<file path="config.mk">
export PLATFORM = sky130hd
export DESIGN_NAME = route_idx_stage
export DESIGN_NICKNAME = d
export VERILOG_FILES = /design/src/rtl/route_idx_pkg.sv /design/src/rtl/route_idx_table.sv /design/src/rtl/route_idx_rewrite.sv /design/src/rtl/route_idx_stage.sv
export SDC_FILE = /design/constraint.sdc
export NUM_CORES = 1
export LEC_CHECK = 0
export BUFFER_PORTS_ARGS = -buffer_cell sky130_fd_sc_hd__buf_2
export CAP_MARGIN = 10
export CELL_PAD_IN_SITES_DETAIL_PLACEMENT = 2
export CELL_PAD_IN_SITES_GLOBAL_PLACEMENT = 2
export CORE_UTILIZATION = 48
export CTS_CLUSTER_DIAMETER = 60
export DETAILED_ROUTE_END_ITERATION = 8
export PLACE_DENSITY_LB_ADDON = 0.3
export SETUP_SLACK_MARGIN = 0.02
export SKIP_CTS_REPAIR_TIMING = 1
export SLEW_MARGIN = 0
export SYNTH_ARGS = -nofsm -noshare
export SYNTH_HDL_FRONTEND = slang
export SYNTH_HIERARCHICAL = 1
export SYNTH_SLANG_ARGS = --single-unit
</file>
<file path="constraint.sdc">
create_clock -name clk -period 3.39 [get_ports clk]
set_clock_uncertainty 0.15 [all_clocks]
set_input_delay 0.339 -clock clk [delete_from_list [all_inputs] [get_ports clk]]
set_output_delay 0.339 -clock clk [all_outputs]
set_load 0.005 [all_outputs]
</file>
<file path="src/rtl/route_idx_pkg.sv">
package route_idx_pkg;
   localparam int DEF_FLIT_W  = 32;
   localparam int DEF_IDX_W   = 6;
   localparam int DEF_PORT_W  = 3;
   localparam int DEF_IDX_LSB = 0;

   typedef struct packed {
      logic valid;
      logic head;
      logic tail;
   } flit_ctl_t;
endpackage

</file>
<file path="src/rtl/route_idx_table.sv">
module route_idx_table #(
   parameter int IDX_W  = route_idx_pkg::DEF_IDX_W,
   parameter int PORT_W = route_idx_pkg::DEF_PORT_W
) (
   input  logic              clk,
   input  logic              rst,
   input  logic              wr_en,
   input  logic [IDX_W-1:0]  wr_addr,
   input  logic [PORT_W-1:0] wr_port,
   input  logic [IDX_W-1:0]  wr_next,
   input  logic              wr_ok,
   input  logic              rd_en,
   input  logic [IDX_W-1:0]  rd_addr,
   output logic [PORT_W-1:0] rd_port,
   output logic [IDX_W-1:0]  rd_next,
   output logic              rd_hit
);
   localparam int DEPTH = 1 << IDX_W;

   logic [PORT_W-1:0] port_mem [DEPTH];
   logic [IDX_W-1:0]  next_mem [DEPTH];
   logic [DEPTH-1:0]  ok_bits;

   // valid bits are the only reset state of the table
   for (genvar g = 0; g < DEPTH; g++) begin : g_ok
      always_ff @(posedge clk) begin
         if (rst)
            ok_bits[g] <= 1'b0;
         else if (wr_en && (wr_addr == IDX_W'(g)))
            ok_bits[g] <= wr_ok;
      end
   end

   always_ff @(posedge clk) begin
      if (wr_en) begin
         port_mem[wr_addr] <= wr_port;
         next_mem[wr_addr] <= wr_next;
      end
   end

   // read samples the contents held before this edge's write
   always_ff @(posedge clk) begin
      if (rd_en) begin
         rd_port <= port_mem[rd_addr];
         rd_next <= next_mem[rd_addr];
      end
   end

   always_ff @(posedge clk) begin
      if (rst)
         rd_hit <= 1'b0;
      else if (rd_en)
         rd_hit <= ok_bits[rd_addr];
   end
endmodule

</file>
<file path="src/rtl/route_idx_rewrite.sv">
module route_idx_rewrite
   import route_idx_pkg::*;
#(
   parameter int FLIT_W   = DEF_FLIT_W,
   parameter int IDX_W    = DEF_IDX_W,
   parameter int PORT_W   = DEF_PORT_W,
   parameter int IDX_LSB  = DEF_IDX_LSB,
   parameter int ERR_PORT = (1 << DEF_PORT_W) - 1
) (
   input  logic              clk,
   input  logic              rst,
   input  logic              in_valid,
   input  logic              in_head,
   input  logic              in_tail,
   input  logic [FLIT_W-1:0] in_data,
   input  logic [PORT_W-1:0] rd_port,
   input  logic [IDX_W-1:0]  rd_next,
   input  logic              rd_hit,
   output logic              out_valid,
   output logic              out_head,
   output logic              out_tail,
   output logic [FLIT_W-1:0] out_data,
   output logic [PORT_W-1:0] out_port,
   output logic              err_flag
);
   localparam logic [PORT_W-1:0] ERR_P = PORT_W'(ERR_PORT);
   localparam int HI_LSB = IDX_LSB + IDX_W;

   flit_ctl_t         ctl_q;
   logic [FLIT_W-1:0] data_q;
   logic              path_open;
   logic [PORT_W-1:0] path_port;
   logic              err_q;
   logic              err_now;
   logic [PORT_W-1:0] sel_port;
   logic [FLIT_W-1:0] new_data;

   always_ff @(posedge clk) begin
      if (rst) begin
         ctl_q <= '0;
      end else begin
         ctl_q.valid <= in_valid;
         ctl_q.head  <= in_valid & in_head;
         ctl_q.tail  <= in_valid & in_tail;
      end
   end

   always_ff @(posedge clk) begin
      data_q <= in_data;
   end

   // index field position picks how the header is reassembled
   if (IDX_LSB == 0 && HI_LSB == FLIT_W) begin : g_whole
      assign new_data = FLIT_W'(rd_next);
   end else if (IDX_LSB == 0) begin : g_low
      assign new_data = {data_q[FLIT_W-1:HI_LSB], rd_next};
   end else if (HI_LSB == FLIT_W) begin : g_high
      assign new_data = {rd_next, data_q[IDX_LSB-1:0]};
   end else begin : g_mid
      assign new_data = {data_q[FLIT_W-1:HI_LSB], rd_next, data_q[IDX_LSB-1:0]};
   end

   always_comb begin
      if (ctl_q.head)
         sel_port = rd_hit ? rd_port : ERR_P;
      else
         sel_port = path_open ? path_port : ERR_P;
      err_now = ctl_q.valid & (ctl_q.head ? ~rd_hit : ~path_open);
   end

   always_ff @(posedge clk) begin
      if (rst) begin
         path_open <= 1'b0;
         path_port <= '0;
      end else if (ctl_q.valid) begin
         if (ctl_q.head) begin
            path_open <= ~ctl_q.tail;
            path_port <= sel_port;
         end else if (ctl_q.tail) begin
            path_open <= 1'b0;
         end
      end
   end

   always_ff @(posedge clk) begin
      if (rst)
         err_q <= 1'b0;
      else if (err_now)
         err_q <= 1'b1;
   end

   assign out_valid = ctl_q.valid;
   assign out_head  = ctl_q.head;
   assign out_tail  = ctl_q.tail;
   assign out_port  = sel_port;
   assign out_data  = (ctl_q.head && rd_hit) ? new_data : data_q;
   assign err_flag  = err_q | err_now;
endmodule

</file>
<file path="src/rtl/route_idx_stage.sv">
module route_idx_stage
   import route_idx_pkg::*;
#(
   parameter int FLIT_W   = DEF_FLIT_W,
   parameter int IDX_W    = DEF_IDX_W,
   parameter int PORT_W   = DEF_PORT_W,
   parameter int IDX_LSB  = DEF_IDX_LSB,
   parameter int ERR_PORT = (1 << DEF_PORT_W) - 1
) (
   input  logic              clk,
   input  logic              rst,
   input  logic              in_valid,
   input  logic              in_head,
   input  logic              in_tail,
   input  logic [FLIT_W-1:0] in_data,
   input  logic              cfg_we,
   input  logic [IDX_W-1:0]  cfg_addr,
   input  logic [PORT_W-1:0] cfg_port,
   input  logic [IDX_W-1:0]  cfg_next,
   input  logic              cfg_ok,
   output logic              out_valid,
   output logic              out_head,
   output logic              out_tail,
   output logic [FLIT_W-1:0] out_data,
   output logic [PORT_W-1:0] out_port,
   output logic              err_flag
);
   if (IDX_LSB + IDX_W > FLIT_W) begin : g_bad_field
      $error("index field does not fit in the flit");
   end
   if (ERR_PORT >= (1 << PORT_W) || ERR_PORT < 0) begin : g_bad_err
      $error("error port outside port range");
   end
   if (IDX_W < 1 || IDX_W > 12) begin : g_bad_idx
      $error("index width out of supported range");
   end

   logic [PORT_W-1:0] rd_port;
   logic [IDX_W-1:0]  rd_next;
   logic              rd_hit;
   logic              rd_en;

   assign rd_en = in_valid & in_head;

   route_idx_table #(.IDX_W(IDX_W), .PORT_W(PORT_W)) u_table (
      .clk     (clk),
      .rst     (rst),
      .wr_en   (cfg_we),
      .wr_addr (cfg_addr),
      .wr_port (cfg_port),
      .wr_next (cfg_next),
      .wr_ok   (cfg_ok),
      .rd_en   (rd_en),
      .rd_addr (in_data[IDX_LSB +: IDX_W]),
      .rd_port (rd_port),
      .rd_next (rd_next),
      .rd_hit  (rd_hit)
   );

   route_idx_rewrite #(
      .FLIT_W(FLIT_W), .IDX_W(IDX_W), .PORT_W(PORT_W),
      .IDX_LSB(IDX_LSB), .ERR_PORT(ERR_PORT)
   ) u_rewrite (
      .clk       (clk),
      .rst       (rst),
      .in_valid  (in_valid),
      .in_head   (in_head),
      .in_tail   (in_tail),
      .in_data   (in_data),
      .rd_port   (rd_port),
      .rd_next   (rd_next),
      .rd_hit    (rd_hit),
      .out_valid (out_valid),
      .out_head  (out_head),
      .out_tail  (out_tail),
      .out_data  (out_data),
      .out_port  (out_port),
      .err_flag  (err_flag)
   );
endmodule

</file>
# == Word level (Yosys, flattened, before mapping) ==
# Memory sizes are Yosys's and may differ from the RTL's. A register that Yosys moved wholly into a read port is not among the register bits.
# Cells that the tools add are included.
# word_totals
elab_cells,225
input_bits,54
ramBits,576
regBits,105
out_inout_bits,39
memories,2
# classes
n_eq_ne,63
mux,11
n_reduce_logical,69
bitwise,7
order_cmp,1
# mem_list
name,words,width,read_ports,rd_ports_with_merged_regs,wr,line_no,text
u_table.next_mem,64,6,1,1,1,route_idx_table.sv:21,logic [IDX_W-1:0] next_mem [DEPTH];
u_table.port_mem,64,3,1,1,1,route_idx_table.sv:20,logic [PORT_W-1:0] port_mem [DEPTH];
# op_table
operator,count
6-bit == test (second input constant),32
6-bit by 5-bit == test with 1-bit output (second input constant),16
1-bit logical AND,65
6-bit by 4-bit == test with 1-bit output (second input constant),8
6-bit by 3-bit == test with 1-bit output (second input constant),4
6-bit by 2-bit == test with 1-bit output (second input constant),2
3-bit 2-to-1 mux,3
6-bit by 7-bit less-than comparator with 1-bit output (second input constant),1
1-bit binary-select mux with 6-bit select,1
6-bit by 1-bit == test with 1-bit output (second input constant),1
6-bit logical NOT,1
1-bit 2-to-1 mux,6
6-bit 2-to-1 mux,1
2-bit AND reduction,2
1-bit bitwise AND,3
1-bit inverter,3
2-bit nonzero test,1
1-bit OR,1

# == Longest topological paths before layout ==
# Gate-level depths: netlist of the first run.
# depth
depth_word,4
ltp_mapped,9
mapped_depth_nobuf,5

# == Modules after synthesis ==
# Netlist of the first run, hierarchy kept.
# by_module_without_submodules
module,area_per_inst_um2,seq_area_each_um2,n_inst,cells_each
route_idx_table,25360.6,18868.1,1,1259
route_idx_rewrite,1295.0,800.8,1,101
route_idx_stage,6.3,0.0,1,1

# == Worst setup path before layout of the first run ==
# No wires, ideal clock.
# synth_timing
kind,in2reg
startpoint,input in_data[1]
endpoint,register u_table.rd_next[2] (read register of u_table.next_mem) (data pin)
setup_time_ns,0.272
path_buffers,3
arrival_time_ns,2.359
t_required_ns,2.968
slack_ns,0.609
path_stages,6
path_cell_list,clkbuf_1 clkbuf_1 clkbuf_1 mux4_2 mux4_2 mux4_2
# synth_lines
item,line_no,text
start: declaration,route_idx_stage.sv:15,"input logic [FLIT_W-1:0] in_data,"
end: declaration,route_idx_table.sv:15,"output logic [IDX_W-1:0] rd_next,"

==> results of run 1 <==
==> critical path, delay by kind of cell <==
kind	cells	cell delay (ps)
mux	3	1280
buf+inv	3	1050
compound gates	1	130
==> final cells by class <==
class,count,area [um^2],share of cell area (%)
antenna,1,2.50,0.00803
inverter,4,15.0,0.0482
sequential,690,19700,63.1
multi-input combinational,555,6370,20.4
clock inverter,25,213,0.683
tap,748,936,3.00
timing repair buffer,236,1780,5.71
clock buffer,113,2170,6.97
==> per-layer routing <==
metal,routed length (um),up-vias
met4,2410,4
met2,39200,612
met5,64,-
met3,5180,143
li1,-,5874
met1,31900,7898
==> power by group through the flow <==
stage / clock, mW / combinational, mW / sequential, mW
2_1_floorplan: 0 / 0.525 / 9.48
3_3_place_gp: 0 / 0.895 / 9.49
3_5_place_dp: 0 / 0.940 / 9.50
4_1_cts: 8.08 / 0.944 / 9.32
5_1_grt: 8.36 / 1.02 / 9.32
6_report: 7.93 / 0.976 / 9.32
==> state kept, by name, summed over array words and instances, names as in the netlist <==
signal and flops:
u_rewrite/out_head 1, u_table/port_mem 192, u_rewrite/err_q 1, u_rewrite/out_valid 1, u_rewrite/out_tail 1, u_table/ok_bits 64, u_rewrite/path_open 1, u_rewrite/data_q 32
u_table/next_mem 384, u_table/rd_port 3, u_rewrite/path_port 3, u_table/rd_hit 1, u_table/rd_next 6
==> per-stage QoR <==
step                      setup slack, ps  utilization (%)  power [mW]  area, um^2
after detailed placement              109             51.7        10.4       28400
after global routing                  663             56.7        18.7       31200
final                                 702             56.7        18.2       31200
after CTS                             767             56.0        18.3       30800
after floorplan                       609                -        10.0       26700
after global placement                142             51.7        10.4       28400
==> synth_stat cells <==
cell	n	area, um^2
sky130_fd_sc_hd__o21ai_0	58	290
sky130_fd_sc_hd__or2_2	1	6.26
sky130_fd_sc_hd__nor2_1	74	278
sky130_fd_sc_hd__mux2i_1	11	110
sky130_fd_sc_hd__buf_2	13	65.1
sky130_fd_sc_hd__a211oi_2	1	12.5
sky130_fd_sc_hd__a31oi_1	2	12.5
sky130_fd_sc_hd__mux4_2	198	4460
sky130_fd_sc_hd__mux2_4	6	90.1
sky130_fd_sc_hd__nor3_1	6	30.0
sky130_fd_sc_hd__nand3b_1	5	37.5
sky130_fd_sc_hd__buf_4	29	218
sky130_fd_sc_hd__nand2_1	67	251
sky130_fd_sc_hd__a32o_1	1	10.0
sky130_fd_sc_hd__a31o_2	1	8.76
sky130_fd_sc_hd__o22ai_1	4	25.0
sky130_fd_sc_hd__nand2b_1	6	37.5
sky130_fd_sc_hd__edfxtp_1	585	17600
sky130_fd_sc_hd__mux2_2	11	124
sky130_fd_sc_hd__a311oi_1	3	26.3
sky130_fd_sc_hd__or3b_2	2	17.5
sky130_fd_sc_hd__nand4_1	2	12.5
sky130_fd_sc_hd__dfxtp_1	105	2100
sky130_fd_sc_hd__nor4_1	2	12.5
sky130_fd_sc_hd__buf_1	10	37.5
sky130_fd_sc_hd__o21ai_1	3	15.0
sky130_fd_sc_hd__a22oi_1	2	15.0
sky130_fd_sc_hd__a21oi_1	64	320
sky130_fd_sc_hd__nor3b_1	3	22.5
sky130_fd_sc_hd__nor2b_1	9	56.3
sky130_fd_sc_hd__and2_1	3	18.8
sky130_fd_sc_hd__o41ai_1	2	17.5
sky130_fd_sc_hd__buf_6	9	101
sky130_fd_sc_hd__nand2_4	1	11.3
sky130_fd_sc_hd__clkbuf_1	51	191
sky130_fd_sc_hd__inv_1	4	15.0
sky130_fd_sc_hd__nand3_1	6	30.0
sky130_fd_sc_hd__or3_1	1	6.26
==> cell families after synthesis <==
kind of cell | Yosys count
buffers and inverters | 116
flip-flops | 690
AO/OA/AOI/OAI | 141
AND/OR/NAND/NOR | 188
multiplexers | 226
==> final timing paths <==
kind | slack (ps) | to | start | cells after the start
hold reg to reg | 330 | u_rewrite/path_open$_SDFFE_PP0P_ | u_rewrite/out_tail$_SDFF_PP0_ | 1
hold / removal | 90 | u_table/next_mem[58][2]$_DFFE_PP_ | cfg_next[2] | 1
setup reg to reg | 920 | u_table/rd_next[0]$_DFFE_PP_ | u_table/next_mem[26][0]$_DFFE_PP_ | 4
setup / recovery | 700 | u_table/rd_next[0]$_DFFE_PP_ | in_data[1] | 7
==> impl_metrics.py, run 1 <==
metrics = {
    "outcome": {
        "outcome": "completed",
    },
    "final_layout": {
        "most_frequent_standard_cell_in_the_layout_excluding_fill_and_tap_cells": "sky130_fd_sc_hd__edfxtp_1",
        "flow.area_growth_from_synthesis_pct": 16.9,
        "layoutNonFillerInstCount": 2372,
        "post_route_cells_drive_above_1_share_pct": 32.8,
        "mostFrequentLayoutCells": "sky130_fd_sc_hd__edfxtp_1, sky130_fd_sc_hd__mux4_2, sky130_fd_sc_hd__dfxtp_1",
        "num-fill-cells": 4560,
        "nNetsFinal": 1615,
    },
    "logic_synthesis": {
        "synth_top_family_by_area": "multiplexers",
        "fraction_of_the_yosys_area_taken_by_sequential_cells_pct": 73.8,
        "syn-num-nets": 1415,
        "ffs_latches_synth": 690,
        "synthesis.area_per_instance_um2": 19.6,
        "synth-xor-area-share_pct": 0,
        "synth-compound-area-share_pct": 2.83,
        "synth_simple_gate_area_share_pct": 3.11,
        "synth_area_mm2": 0.0267,
        "yosys.area_share.adder_pct": 0,
        "synth.yosys.warnings": 6,
        "post_synth_mux_area_share_pct": 17.9,
        "postSynthCellCount": 1361,
        "synth_cell_types": 38,
    },
    "die": {
        "area_of_the_die_mm2": 0.0565,
        "chipHeight_um": 238,
        "floorplan.rows": 86,
        "pin_count": 93,
        "die_w_um": 238,
        "core_region_area_mm2": 0.0550,
        "initial_utilization_pct": 48.5,
    },
    "hold_path": {
        "hold_class": "in2reg",
    },
    "global_route": {
        "grt_use_met3_pct": 5.47,
        "number_of_global_route_vias_before_repair": 15400,
        "grt_use_met2_pct": 46.4,
        "grt_start_max_net_pins": 65,
        "grt_remaining_overflow": 0,
        "antenna_found_initial": 5,
        "global_route_total_usage_across_every_layer_pct": 28.4,
        "groute.layer.met1.usage_pct": 38.8,
        "grt.busiest_layer": "met2",
        "wire_length_of_the_first_global_routing_pass_um": 112000,
    },
    "sta": {
        "slew_headroom_pct": 16.0,
        "max_slew.worst_pin.slew_ps": 1260,
        "fmax_mhz": 372,
        "rsz0062_at_grt": "false",
        "final-setup-viol-count": 0,
        "worst_hold_slack_ps": 88.4,
        "timing.final.max_slew_violations": 0,
        "final.period_utilization_pct": 79.3,
        "hold_viol": 0,
        "final.min_clock_period_ps": 2690,
        "finalSetupTns_ps": 0,
    },
    "clock_tree": {
        "cts_max_level": 3,
        "tritoncts": "done",
        "tritoncts.num_buffers": 74,
        "cts_sinks": 690,
        "clk-insertion-delay-late_ps": 610,
        "cts_buffer_depth": 3,
        "root_buffer": "sky130_fd_sc_hd__clkbuf_16",
        "clk_pin_slew_ps": 60,
    },
    "drt": {
        "detailedRoute.firstPassIterationCount": 5,
        "wirelength_um": 78800,
        "detailroute.via_count": 14500,
        "drc_errors": 0,
        "antenna_violating_nets_post_route": 0,
        "detailedRoute.firstIterationViolations": 1529,
        "routed_wire_length_per_instance_um": 33.2,
        "vias_per_cell": 6.13,
    },
    "power_and_ir_drop": {
        "power.share.switching_pct": 21.6,
        "seq_power_share_pct": 51.1,
        "internal_power_mw": 14.3,
        "clock_power_share_pct": 43.5,
        "power_frac_comb_pct": 5.4,
        "power-per-cell-area_mw_per_mm2": 585,
        "switching_power_mw": 3.94,
        "static-leakage-power_nw": 10.2,
        "vdd_ir_drop_max_uv": 641,
    },
    "worst_setup_path": {
        "max_stage_delay_ps": 490,
        "cp_cell_sequence": "buf_6 > buf_4 > buf_4 > mux4_2 > mux4_2 > mux2i_1 > o21ai_1",
        "timing.critical_path.required_ps": 3580,
        "critical_path_peak_fanout": 46,
        "critical_path.startpoint_type": "primary input",
        "cp-end-kind": "flop",
        "cpMaxStageDelayCell": "sky130_fd_sc_hd__mux4_2",
        "critical_path_arrival_ps": 2880,
        "worstSetupPathType": "in2reg",
    },
    "placed_design": {
        "dp_cells": 2199,
        "buffer_ports.inserted": 92,
        "gpl.final_weighted_congestion": 0.787,
        "place_hpwl_um": 48700,
    },
    "run": {
        "cap_violations": 0,
    },
}
(Power assumes the default switching activity.)
==> run 2, diff against run 1 <==
Settings changed: CORE_UTILIZATION 48 to 43.
Clock period 3.39 ns to 2.4 ns, I/O delays scaled along.
==> run 2 against run 1 <==
  * The flow now finishes with violations (setup timing)
  * Register-to-register slack got worse by 960 ps
  * Setup slack worse by 740 ps
  * First-iteration DRC count is 0.46% higher
  * Worst hold slack worse by 39 ps
  * Critical path depth fell by 4
  * Flip-flop and latch count did not move
  * Die area grew 12%
  * Final area is 2.3% higher
  * Sequential power up 42%
  * Clock power is 41% higher
  * Clock-buffer cell count decreased by 5
  * Largest power group unchanged
  * Highest routed layer unchanged
==> impl_metrics.py, run 2 (synthesis results as in run 1) <==
metrics = {
    "outcome": {
        "outcome": "finished, violations left",
        "violations": "setup timing",
    },
    "power_and_ir_drop": {
        "internal_power_mw": 20.1,
        "power_frac_comb_pct": 5.9,
        "seq_power_share_pct": 50.8,
        "vdd_ir_drop_max_uv": 700,
        "power-per-cell-area_mw_per_mm2": 813,
        "clock_power_share_pct": 43.3,
        "power.share.switching_pct": 22.4,
        "switching_power_mw": 5.81,
        "static-leakage-power_nw": 10.5,
    },
    "sta": {
        "timing.final.max_slew_violations": 0,
        "max_slew.worst_pin.slew_ps": 896,
        "slew_headroom_pct": 40.3,
        "final.period_utilization_pct": 102,
        "fmax_mhz": 410,
        "hold_viol": 0,
        "finalSetupTns_ps": -86.9,
        "final-setup-viol-count": 3,
        "worst_hold_slack_ps": 49.0,
        "rsz0062_at_grt": "true",
        "final.min_clock_period_ps": 2440,
        "layout_setup_ws_ps": -40.3,
    },
    "final_layout": {
        "layout_top_registers": "u_table/next_mem: 384 flops, u_table/port_mem: 192 flops, u_table/ok_bits: 64 flops",
        "ff_latch_area_mm2": 0.0197,
        "mostFrequentLayoutCells": "sky130_fd_sc_hd__edfxtp_1, sky130_fd_sc_hd__mux4_2, sky130_fd_sc_hd__buf_4",
        "post-route-util_pct": 52.4,
        "max_flop_register": "u_table/next_mem",
        "final_area_mm2": 0.0319,
        "most_frequent_standard_cell_in_the_layout_excluding_fill_and_tap_cells": "sky130_fd_sc_hd__edfxtp_1",
        "flow.area_growth_from_synthesis_pct": 19.5,
        "multi_input_comb_area_mm2": 0.00638,
        "nNetsFinal": 1672,
        "flip_flop_count_of_the_largest_register_all_copies_and_words_added": 384,
        "num-fill-cells": 5284,
        "post_route_cells_drive_above_1_share_pct": 34.4,
    },
    "drt": {
        "wirelength_um": 86500,
        "detailedRoute.firstPassIterationCount": 5,
        "routed_wire_length_per_instance_um": 35.1,
        "vias_per_cell": 6.10,
        "drc_errors": 0,
        "detailroute.via_count": 15000,
        "antenna_violating_nets_post_route": 0,
        "detailedRoute.firstIterationViolations": 1536,
    },
    "worst_setup_path": {
        "critical_path_arrival_ps": 2640,
        "cp-end-kind": "flop",
        "critical_path.startpoint_type": "flop",
        "timing.critical_path.required_ps": 2600,
        "critical_path_peak_fanout": 1,
        "worstSetupPathType": "reg2reg",
    },
    "die": {
        "chipHeight_um": 251,
        "floorplan.rows": 90,
        "area_of_the_die_mm2": 0.0630,
        "initial_utilization_pct": 43.8,
        "pin_count": 93,
        "die_w_um": 251,
        "core_region_area_mm2": 0.0608,
    },
    "global_route": {
        "global_route_total_usage_across_every_layer_pct": 27.7,
        "wire_length_of_the_first_global_routing_pass_um": 121000,
        "number_of_global_route_vias_before_repair": 16200,
        "groute.layer.met1.usage_pct": 37.6,
        "grt_use_met2_pct": 45.9,
        "grt.busiest_layer": "met2",
        "antenna_found_initial": 3,
        "grt_remaining_overflow": 0,
        "grt_start_max_net_pins": 65,
        "grt_use_met3_pct": 5.19,
    },
    "hold_path": {
        "hold_class": "in2reg",
    },
    "placed_design": {
        "buffer_ports.inserted": 92,
        "place_hpwl_um": 53200,
        "gpl.final_weighted_congestion": 0.785,
        "dpl_worst_slack_ps": -459,
        "post_dp_cell_area_mm2": 0.0291,
    },
    "clock_tree": {
        "clk_pin_slew_ps": 60,
        "clk-insertion-delay-late_ps": 620,
        "cts_buffer_depth": 3,
        "cts_max_level": 3,
        "tritoncts": "done",
        "cts_sinks": 690,
        "root_buffer": "sky130_fd_sc_hd__clkbuf_16",
        "tritoncts.num_buffers": 75,
    },
    "run": {
        "cap_violations": 0,
    },
}
[run 2: layout make-up]
cell class / instances / area share, %
antenna: 1 / 0.00785
clock buffer: 108 / 6.56
clock inverter: 30 / 0.762
inverter: 4 / 0.0471
multi-input combinational: 555 / 20.0
sequential: 690 / 61.7
tap: 782 / 3.07
timing repair buffer: 292 / 7.83
[run 2: worst max-delay path, stage by stage (launching register included)]
cell and delay, ps:
sky130_fd_sc_hd__edfxtp_1 430, sky130_fd_sc_hd__mux4_2 500, sky130_fd_sc_hd__mux4_2 590, sky130_fd_sc_hd__mux4_2 510
[run 2: final timing paths]
path	slack (ps)	cells past startpoint	start	end
worst max-delay path	-40	3	u_table/port_mem[59][1]$_DFFE_PP_	u_table/rd_port[1]$_DFFE_PP_
worst min-delay path	50	2	in_data[5]	u_rewrite/data_q[5]$_DFF_P_
worst max register to register	-40	3	u_table/port_mem[59][1]$_DFFE_PP_	u_table/rd_port[1]$_DFFE_PP_
worst min register to register	320	1	u_rewrite/err_q$_SDFFE_PP0P_	u_rewrite/err_q$_SDFFE_PP0P_
[run 2: metal layers]
metal | vias up | routed length, um
li1 | 5996 | -
met1 | 8262 | 35700
met2 | 647 | 43400
met3 | 117 | 5400
met4 | 2 | 1950
met5 | - | 13
[run 2: power by group through the flow]
| stage | Sequential [mW] | Clock [mW] | Combinational, mW |
|---|---|---|---|
| global route | 13.2 | 11.7 | 1.60 |
| floorplan | 13.4 | 0 | 0.766 |
| finish | 13.2 | 11.2 | 1.52 |
| detailed placement | 13.4 | 0 | 1.45 |
| global placement | 13.4 | 0 | 1.38 |
| CTS | 13.2 | 11.4 | 1.47 |
[run 2: through the flow]
step                      cells  power, mW
after detailed placement   2282       14.9
after floorplan            1361       14.2
after global routing       2461       26.5
final                      2462       25.9
after global placement     2282       14.8
after CTS                  2420       26.1
==> run 3, diff against run 2 <==
Settings changed: CORE_UTILIZATION 43 to 40.
==> run 3 against run 2 <==
  * The flow finishes with violations (hold timing, setup timing)
  * Final area increased by 0.89%
  * Critical path depth is the same
  * Via count is 4.0% lower
  * Clock power increased by 4%
  * Routed wire length is 8.5% lower
  * First-iteration DRC count shrank 21%
  * Die area grew 7.4%
  * Register-to-register slack is essentially flat
  * Clock-buffer cell count is 9 lower
  * Critical path type unchanged
  * Highest routed layer is now met4
==> impl_metrics.py, run 3 (synthesis results as in run 1) <==
metrics = {
    "outcome": {
        "outcome": "finished, violations left",
        "violations": "hold timing, setup timing",
    },
    "final_layout": {
        "max_flop_register": "u_table/next_mem",
        "flow.area_growth_from_synthesis_pct": 20.6,
        "flip_flop_count_of_the_largest_register_all_copies_and_words_added": 384,
        "post_route_cells_drive_above_1_share_pct": 35.3,
        "num-fill-cells": 5871,
        "mostFrequentLayoutCells": "sky130_fd_sc_hd__edfxtp_1, sky130_fd_sc_hd__mux4_2, sky130_fd_sc_hd__buf_4",
        "layout_top_registers": "u_table/next_mem: 384 flops, u_table/port_mem: 192 flops, u_table/ok_bits: 64 flops",
        "final_area_mm2": 0.0322,
        "nNetsFinal": 1680,
        "most_frequent_standard_cell_in_the_layout_excluding_fill_and_tap_cells": "sky130_fd_sc_hd__edfxtp_1",
    },
    "worst_setup_path": {
        "max_stage_delay_ps": 590,
        "critical_path_peak_fanout": 1,
        "timing.critical_path.required_ps": 2600,
        "cp-end-kind": "flop",
        "critical-path-top-delay-family": "multiplexers",
        "cpMaxStageDelayCell": "sky130_fd_sc_hd__mux4_2",
        "cpMostUsedCell": "sky130_fd_sc_hd__mux4_2",
        "cp_cell_sequence": "mux4_2 > mux4_2 > mux4_2",
        "critical_path_arrival_ps": 2630,
        "crit_buf_inv": 0,
        "worstSetupPathType": "reg2reg",
        "critical_path.startpoint_type": "flop",
    },
    "sta": {
        "worst_hold_slack_ps": -4.11,
        "rsz0062_at_grt": "true",
        "fmax_mhz": 411,
        "max_slew.worst_pin.slew_ps": 766,
        "final.min_clock_period_ps": 2430,
        "layout_setup_ws_ps": -30.9,
        "timing.final.max_slew_violations": 0,
        "final.period_utilization_pct": 101,
        "hold_viol": 9,
        "final-setup-viol-count": 2,
        "slew_headroom_pct": 48.9,
    },
    "die": {
        "core_region_area_mm2": 0.0659,
        "area_of_the_die_mm2": 0.0677,
        "die_w_um": 260,
        "initial_utilization_pct": 40.5,
        "floorplan.rows": 94,
        "chipHeight_um": 260,
        "pin_count": 93,
    },
    "clock_tree": {
        "clk_pin_slew_ps": 60,
        "clk-insertion-delay-late_ps": 630,
        "cts_buffer_depth": 3,
        "tritoncts.num_buffers": 77,
        "cts_sinks": 690,
        "cts_max_level": 3,
        "root_buffer": "sky130_fd_sc_hd__clkbuf_16",
        "tritoncts": "done",
    },
    "run": {
        "cap_violations": 0,
    },
    "drt": {
        "routed_wire_length_per_instance_um": 31.0,
        "detailroute.via_count": 14400,
        "drc_errors": 0,
        "detailedRoute.firstIterationViolations": 1206,
        "wirelength_um": 79200,
        "detailedRoute.firstPassIterationCount": 5,
        "vias_per_cell": 5.64,
        "antenna_violating_nets_post_route": 0,
    },
    "power_and_ir_drop": {
        "power-per-cell-area_mw_per_mm2": 819,
        "power_frac_comb_pct": 5.8,
        "clock_power_share_pct": 44.2,
        "switching_power_mw": 5.86,
        "static-leakage-power_nw": 10.6,
        "power.share.switching_pct": 22.2,
        "internal_power_mw": 20.5,
        "vdd_ir_drop_max_uv": 590,
        "seq_power_share_pct": 50.0,
    },
    "global_route": {
        "wire_length_of_the_first_global_routing_pass_um": 113000,
        "grt_remaining_overflow": 0,
        "grt_start_max_net_pins": 65,
        "global_route_total_usage_across_every_layer_pct": 23.7,
        "number_of_global_route_vias_before_repair": 15600,
        "antenna_found_initial": 3,
    },
    "placed_design": {
        "gpl.final_weighted_congestion": 0.806,
        "buffer_ports.inserted": 92,
        "dpl_worst_slack_ps": -466,
        "post_dp_cell_area_mm2": 0.0292,
        "place_hpwl_um": 52600,
    },
    "hold_path": {
        "hold_class": "in2reg",
    },
}
run 3: path summary, 6_finish.rpt:
| path | start | endpoint | slack, ps | cells after the start |
|---|---|---|---|---|
| max | u_table/port_mem[27][0]$_DFFE_PP_ | u_table/rd_port[0]$_DFFE_PP_ | -30 | 3 |
| min | cfg_next[3] | u_table/next_mem[20][3]$_DFFE_PP_ | -4 | 1 |
| max reg2reg | u_table/port_mem[27][0]$_DFFE_PP_ | u_table/rd_port[0]$_DFFE_PP_ | -30 | 3 |
| min reg2reg | u_table/ok_bits[20]$_SDFFE_PP0P_ | u_table/ok_bits[20]$_SDFFE_PP0P_ | 330 | 2 |
run 3: power groups by stage:
stage	Sequential [mW]	Clock, mW	Combinational (mW)
6_report	13.2	11.6	1.53
2_1_floorplan	13.4	0	0.766
3_3_place_gp	13.4	0	1.43
4_1_cts	13.2	11.9	1.49
5_1_grt	13.2	12.3	1.61
3_5_place_dp	13.4	0	1.49
run 3: per-layer routing:
layer	vias to the layer above	part of all wire, %	global-route usage [%]
li1	6015	-	-
met1	7818	41	31.2
met2	473	50	39.6
met3	122	5.7	4.89
met4	0	2.8	7.21
met5	-	0	0
run 3: cell type report:
type                    count  area [um^2]  area share (%)
well taps                 864         1080            3.36
multi-input cells         555         6370            19.8
flip-flops and latches    690        19700            61.2
clock inverters            45          417            1.30
inverters                   4         15.0          0.0467
diodes                      2         5.00          0.0156
clock buffers              99         2070            6.44
repair buffers            298         2530            7.87
run 3: through the flow:
stage	TNS, ps	cells	utilization (%)	power, mW
final	-40.7	2557	48.8	26.3
after global routing	-124	2555	48.8	27.1
after CTS	-683	2513	48.2	26.6
after detailed placement	-3720	2369	44.4	14.9
after global placement	-3310	2369	44.4	14.8
after floorplan	-279	1361	-	14.2
